--- src/rtl/pil_pkg.sv ---
package pil_pkg;
  typedef enum logic [1:0] {
    FWD_RF  = 2'b00,
    FWD_BUF = 2'b01,
    FWD_WB  = 2'b10
  } fwd_sel_e;

  typedef struct packed {
    logic hold_if;
    logic hold_id;
    logic hold_ex;
    logic hold_mem;
    logic inj_ex;
    logic inj_mem;
    logic inj_wb;
  } hold_ctl_t;
endpackage

--- src/rtl/pil_rst_sync.sv ---
module pil_rst_sync #(
  parameter int STAGES = 2
) (
  input  logic clk,
  input  logic rst_n,
  output logic rst_sync_n
);
  logic [STAGES-1:0] sync_q;

  always_ff @(posedge clk or negedge rst_n) begin
    if (!rst_n) sync_q <= '0;
    else        sync_q <= {sync_q[STAGES-2:0], 1'b1};
  end

  assign rst_sync_n = sync_q[STAGES-1];
endmodule

--- src/rtl/pil_fwd_unit.sv ---
module pil_fwd_unit
  import pil_pkg::*;
#(
  parameter int REG_AW = 5,
  parameter int N_SRC  = 2
) (
  input  logic [N_SRC-1:0][REG_AW-1:0] src_reg,
  input  logic                         buf_valid,
  input  logic                         buf_is_load,
  input  logic [REG_AW-1:0]            buf_rd,
  input  logic                         wb_valid,
  input  logic [REG_AW-1:0]            wb_rd,
  output fwd_sel_e [N_SRC-1:0]         sel
);
  logic buf_can_fwd;
  logic wb_can_fwd;

  assign buf_can_fwd = buf_valid && !buf_is_load && (buf_rd != '0);
  assign wb_can_fwd  = wb_valid && (wb_rd != '0);

  for (genvar s = 0; s < N_SRC; s++) begin : g_src
    logic hit_buf;
    logic hit_wb;
    assign hit_buf = buf_can_fwd && (buf_rd == src_reg[s]);
    assign hit_wb  = wb_can_fwd && (wb_rd == src_reg[s]);
    always_comb begin
      if (hit_buf)     sel[s] = FWD_BUF;
      else if (hit_wb) sel[s] = FWD_WB;
      else             sel[s] = FWD_RF;
    end
  end
endmodule

--- src/rtl/pil_beat_ctr.sv ---
module pil_beat_ctr #(
  parameter int CNT_W = 3
) (
  input  logic             clk,
  input  logic             rst_n,
  input  logic             ex_valid,
  input  logic [CNT_W-1:0] ex_cycles,
  input  logic             mem_wait,
  output logic             ex_busy
);
  localparam int EW = CNT_W + 1;

  logic [CNT_W-1:0] beat_q;
  logic [CNT_W-1:0] beat_d;
  logic             beat_en;
  logic [EW-1:0]    eff_cycles;
  logic [EW-1:0]    beat_next_ext;

  assign eff_cycles    = (ex_cycles == '0) ? EW'(1) : {1'b0, ex_cycles};
  assign beat_next_ext = {1'b0, beat_q} + EW'(1);
  assign ex_busy       = ex_valid && (beat_next_ext < eff_cycles);

  always_comb begin
    beat_en = 1'b1;
    beat_d  = beat_q;
    if (!ex_valid)     beat_d = '0;
    else if (mem_wait) beat_en = 1'b0;
    else if (ex_busy)  beat_d = beat_q + CNT_W'(1);
    else               beat_d = '0;
  end

  always_ff @(posedge clk or negedge rst_n) begin
    if (!rst_n)       beat_q <= '0;
    else if (beat_en) beat_q <= beat_d;
  end
endmodule

--- src/rtl/pil_stall_ctl.sv ---
module pil_stall_ctl
  import pil_pkg::*;
#(
  parameter int REG_AW = 5
) (
  input  logic              mem_wait,
  input  logic              ex_busy,
  input  logic              ex_valid,
  input  logic              ex_is_load,
  input  logic [REG_AW-1:0] ex_rd,
  input  logic              id_valid,
  input  logic [REG_AW-1:0] id_rs1,
  input  logic [REG_AW-1:0] id_rs2,
  input  logic              id_is_branch,
  input  logic              id_br_taken,
  input  logic              delay_slot_mode,
  output hold_ctl_t         ctl,
  output logic              redirect,
  output logic              squash
);
  logic load_use;
  logic taken;

  assign load_use = ex_valid && ex_is_load && (ex_rd != '0) && id_valid &&
                    ((id_rs1 == ex_rd) || (id_rs2 == ex_rd));
  assign taken    = id_valid && id_is_branch && id_br_taken;

  always_comb begin
    ctl = '0;
    if (mem_wait) begin
      ctl.hold_if  = 1'b1;
      ctl.hold_id  = 1'b1;
      ctl.hold_ex  = 1'b1;
      ctl.hold_mem = 1'b1;
      ctl.inj_wb   = 1'b1;
    end else if (ex_busy) begin
      ctl.hold_if  = 1'b1;
      ctl.hold_id  = 1'b1;
      ctl.hold_ex  = 1'b1;
      ctl.inj_mem  = 1'b1;
    end else if (load_use) begin
      ctl.hold_if  = 1'b1;
      ctl.hold_id  = 1'b1;
      ctl.inj_ex   = 1'b1;
    end
  end

  assign redirect = taken && !ctl.hold_id;
  assign squash   = redirect && !delay_slot_mode;
endmodule

--- src/rtl/pipe_interlock.sv ---
module pipe_interlock
  import pil_pkg::*;
#(
  parameter int REG_AW = 5,
  parameter int CNT_W  = 3
) (
  input  logic              clk,
  input  logic              rst_n,
  input  logic              delay_slot_mode,
  input  logic              id_valid,
  input  logic [REG_AW-1:0] id_rs1,
  input  logic [REG_AW-1:0] id_rs2,
  input  logic              id_is_branch,
  input  logic              id_br_taken,
  input  logic              ex_valid,
  input  logic [REG_AW-1:0] ex_rd,
  input  logic [REG_AW-1:0] ex_rs1,
  input  logic [REG_AW-1:0] ex_rs2,
  input  logic              ex_is_load,
  input  logic [CNT_W-1:0]  ex_cycles,
  input  logic              mem_valid,
  input  logic [REG_AW-1:0] mem_rd,
  input  logic              mem_access,
  input  logic              mem_is_load,
  input  logic              mem_ready,
  input  logic              wb_valid,
  input  logic [REG_AW-1:0] wb_rd,
  output logic              stall_if,
  output logic              stall_id,
  output logic              stall_ex,
  output logic              stall_mem,
  output logic              bubble_ex,
  output logic              bubble_mem,
  output logic              bubble_wb,
  output logic              br_redirect,
  output logic              squash_if,
  output logic [1:0]        fwd_a,
  output logic [1:0]        fwd_b
);
  localparam int N_SRC = 2;

  logic                         rst_int_n;
  logic                         mem_wait;
  logic                         ex_busy;
  hold_ctl_t                    ctl;
  logic [N_SRC-1:0][REG_AW-1:0] ex_srcs;
  fwd_sel_e [N_SRC-1:0]         sel;

  assign mem_wait = mem_valid && mem_access && !mem_ready;
  assign ex_srcs  = {ex_rs2, ex_rs1};

  pil_rst_sync #(.STAGES(2)) u_rst (
    .clk        (clk),
    .rst_n      (rst_n),
    .rst_sync_n (rst_int_n)
  );

  pil_beat_ctr #(.CNT_W(CNT_W)) u_beat (
    .clk       (clk),
    .rst_n     (rst_int_n),
    .ex_valid  (ex_valid),
    .ex_cycles (ex_cycles),
    .mem_wait  (mem_wait),
    .ex_busy   (ex_busy)
  );

  pil_stall_ctl #(.REG_AW(REG_AW)) u_stall (
    .mem_wait        (mem_wait),
    .ex_busy         (ex_busy),
    .ex_valid        (ex_valid),
    .ex_is_load      (ex_is_load),
    .ex_rd           (ex_rd),
    .id_valid        (id_valid),
    .id_rs1          (id_rs1),
    .id_rs2          (id_rs2),
    .id_is_branch    (id_is_branch),
    .id_br_taken     (id_br_taken),
    .delay_slot_mode (delay_slot_mode),
    .ctl             (ctl),
    .redirect        (br_redirect),
    .squash          (squash_if)
  );

  pil_fwd_unit #(.REG_AW(REG_AW), .N_SRC(N_SRC)) u_fwd (
    .src_reg     (ex_srcs),
    .buf_valid   (mem_valid),
    .buf_is_load (mem_is_load),
    .buf_rd      (mem_rd),
    .wb_valid    (wb_valid),
    .wb_rd       (wb_rd),
    .sel         (sel)
  );

  assign stall_if   = ctl.hold_if;
  assign stall_id   = ctl.hold_id;
  assign stall_ex   = ctl.hold_ex;
  assign stall_mem  = ctl.hold_mem;
  assign bubble_ex  = ctl.inj_ex;
  assign bubble_mem = ctl.inj_mem;
  assign bubble_wb  = ctl.inj_wb;
  assign fwd_a      = sel[0];
  assign fwd_b      = sel[1];
endmodule

--- config.mk ---
export PLATFORM = sky130hd
export DESIGN_NAME = pipe_interlock
export DESIGN_NICKNAME = d
export VERILOG_FILES = /design/src/rtl/pil_pkg.sv /design/src/rtl/pil_rst_sync.sv /design/src/rtl/pil_fwd_unit.sv /design/src/rtl/pil_beat_ctr.sv /design/src/rtl/pil_stall_ctl.sv /design/src/rtl/pipe_interlock.sv
export SDC_FILE = /design/constraint.sdc
export NUM_CORES = 1
export LEC_CHECK = 0
export BUFFER_PORTS_ARGS = -buffer_cell sky130_fd_sc_hd__buf_2
export CAP_MARGIN = 20
export CORE_MARGIN = 3
export CORE_UTILIZATION = 41
export CTS_CLUSTER_DIAMETER = 200
export DETAILED_ROUTE_END_ITERATION = 7
export PLACE_DENSITY = 0.87
export RECOVER_POWER = 100
export SETUP_SLACK_MARGIN = 0.1
export SLEW_MARGIN = 10
export SYNTH_ARGS = -nofsm -noshare
export SYNTH_HDL_FRONTEND = slang
export SYNTH_SLANG_ARGS = --single-unit
--- constraint.sdc ---
create_clock -name clk -period 3.68 [get_ports clk]
set_input_delay 0.184 -clock clk [delete_from_list [all_inputs] [get_ports clk]]
set_output_delay 0.184 -clock clk [all_outputs]
set_load 0.1 [all_outputs]
==> flow_summary.yaml <==
timing:
  final.period_utilization_pct: 86.2
  hold_ws_ns: 0.0413
  slew_headroom_pct: 21.6
  rsz0062_at_grt: "no"
  worst_slew_pin_slew_ns: 1.18
  finalClockSkew_ns: 0.00473
  fin_tns_setup_ns: 0
  hold_violations: 0
  slew_viol_final: 0
  period_minus_slack_ns: 3.17
  max_freq_mhz: 315
  setup_viol: 0
die:
  start_util_pct: 46.9
  die_y_um: 48.9
  rows: 14
  io_pins: 64
  core_area_um2: 1610
  die_w_um: 48.9
  dieArea_um2: 2390
drt:
  via_per_inst: 4.97
  drtPass1Iterations: 2
  wl_per_cell_um: 11.7
  drtIter0Drc: 8
  drc: 0
  routed_wl_mm: 2.10
  vias: 890
  antenna_left: 0
layout:
  mostFrequentLayoutCells: "buf_2, xor2_1, clkbuf_1"
  diodes: 0
  final_common_cell: "buf_2"
  fillers: 152
  drive_gt1_share_pct: 39.4
  fin_nets: 210
  area_growth_pct: 46.0
  fin_util_pct: 68.5
yosys:
  synth_nets: 146
  synth_top_cells_by_area: "xor2_1, dfrtp_1, xnor2_1"
  yosysSeqAreaShare_pct: 16.6
  avgSynthCellArea_um2: 8.21
  yosysWarnings: 0
  ys_seq_elements: 5
  postSynth.asyncResetShare_pct: 100
  synthCells: 92
  syn_area_um2: 756
  synth_flop_cell: "dfrtp_1"
  synth_edf_count: 0
  synth_cell_type_count: 29
  synth_top_area_share_pct: 20.9
  yosysTopAreaCell: "xor2_1"
clock_tree:
  cts_setup_buffers: 0
  numCtsBuffers: 3
  clk_pin_slew_ns: 0.05
  clock_latency_ns: 0.25
  clk_path_buf_depth: 2
  cts_sinks: 5
  cts_root_buf: "clkbuf_4"
  cts.repair.resized: 0
  cts_tree: "done"
  cts.hold.buffers_added: 1
  cts_max_level: 1
placed_design:
  io_buffers: 63
  hpwl_mm: 1.89
  place.gp.congestion: 0.802
status:
  status: "completed"
grt:
  grt-ovfl-total: 0
  antenna_found_initial: 0
  first_global_vias: 902
  grt_pass1_wl_mm: 3.48
  groute.usage.overall_pct: 17.5
  grt_max_degree: 8
power:
  leakage_nw: 0.534
  vdd_ir_drop_max_v: 0.000446
  p_per_area_nw_per_um2: 387
  power_mw: 0.427
critical_path:
  reg2regPathDepth: 9
  critPathKind: "reg -> out"
  slowest_stage: "clkbuf_1"
  endpoint_kind: "output port"
  critPathLaunchType: "flop"
  r2r-start: "u_beat.beat_q[0]"
  crit_top_cell: "ha_1"
  path_cells: "ha_1, nor2b_1, or2_2, ha_1, o21ai_0, a31oi_1, o21bai_2, nor2_1, clkbuf_1"
  cpPeakStageDelay_ns: 0.88
  critPathBufInv: 1
  worstPathMaxFanout: 5
  critical_path.top_delay_family: "buffers and inverters"
  reg2reg_to: "u_beat.beat_q[0]"
  critPathRequiredTime_ns: 3.50
  rrSetupSlack_ns: 1.56
  critPathArrivalTime_ns: 2.99
hold_path:
  min_path_type: "reg -> async"
flow_run:
  drv_cap: 0
-- metal layers --
metal	vias to the layer above	GRT usage (%)	routed length, um
li1	445	-	-
met1	391	17.8	815
met2	52	35.5	1040
met3	2	3.36	220
met4	0	4.27	19
met5	-	0	0
-- logic make-up (layout without fill, tap and decap cells) --
| kind of cell | count (synthesis) | count (layout) | share of synthesized area [%] |
|---|---|---|---|
| AO/OA/AOI/OAI | 11 | 11 | 9.27 |
| buffers and inverters | 9 | 72 | 6.46 |
| XOR/XNOR | 30 | 30 | 34.8 |
| AND/OR/NAND/NOR | 33 | 33 | 27.5 |
| flip-flops | 5 | 5 | 16.6 |
| adder cells (fa/ha/maj) | 3 | 3 | 4.97 |
| other | 1 | 1 | 0.496 |
-- worst max path at each step --
stage | start | end | slack, ns | cells past startpoint
floorplan | u_beat.beat_q[0] | squash_if | -0.37 | 8
global placement | u_beat.beat_q[0] | squash_if | 1.05 | 9
detailed placement | u_beat.beat_q[0] | squash_if | 0.99 | 9
CTS | u_beat.beat_q[0] | squash_if | 0.72 | 9
global route | u_beat.beat_q[0] | bubble_mem | 0.35 | 7
finish | u_beat.beat_q[0] | bubble_ex | 0.51 | 9
-- synthesized netlist by cell type, types with 2 or more instances --
master and number:
nor2_1 2, xor2_1 18, dfrtp_1 5, nor4_1 2, nor3_1 4, nor4_2 2
or4_1 4, xnor2_1 12, o21ai_0 4, ha_1 3, nand3_1 9, buf_4 4
inv_1 4, nor2b_1 3, o21bai_1 2
-- final cells by class --
type / instances / area, um^2 / area share, %
Clock buffer: 4 / 26.3 / 2.38
Inverter: 4 / 15.0 / 1.36
Multi-Input combinational cell: 78 / 597 / 54.1
Sequential cell: 5 / 125 / 11.3
Tap cell: 24 / 30.0 / 2.72
Timing Repair Buffer: 64 / 310 / 28.1
-- sequential cells by signal (all words and copies together) (netlist names) --
register / cells
u_rst.sync_q: 2
u_beat.beat_q: 3
-- power breakdown --
part | total [mW] | switching (mW) | leakage [nW] | internal (mW)
Sequential | 0.0755 | 0.00987 | 0.0636 | 0.0657
Combinational | 0.287 | 0.212 | 0.455 | 0.0751
Clock | 0.0651 | 0.0240 | 0.0150 | 0.0411
Total | 0.427 | 0.245 | 0.534 | 0.182
-- metrics by stage --
stage / worst slack, ns / area [um^2] / cells
global route: 0.346 / 1100 / 179
global placement: 1.05 / 1090 / 174
floorplan: -0.368 / 776 / 92
CTS: 0.722 / 1120 / 179
detailed placement: 0.985 / 1090 / 174
finish: 0.507 / 1100 / 179
(Power assumes the default switching activity.)
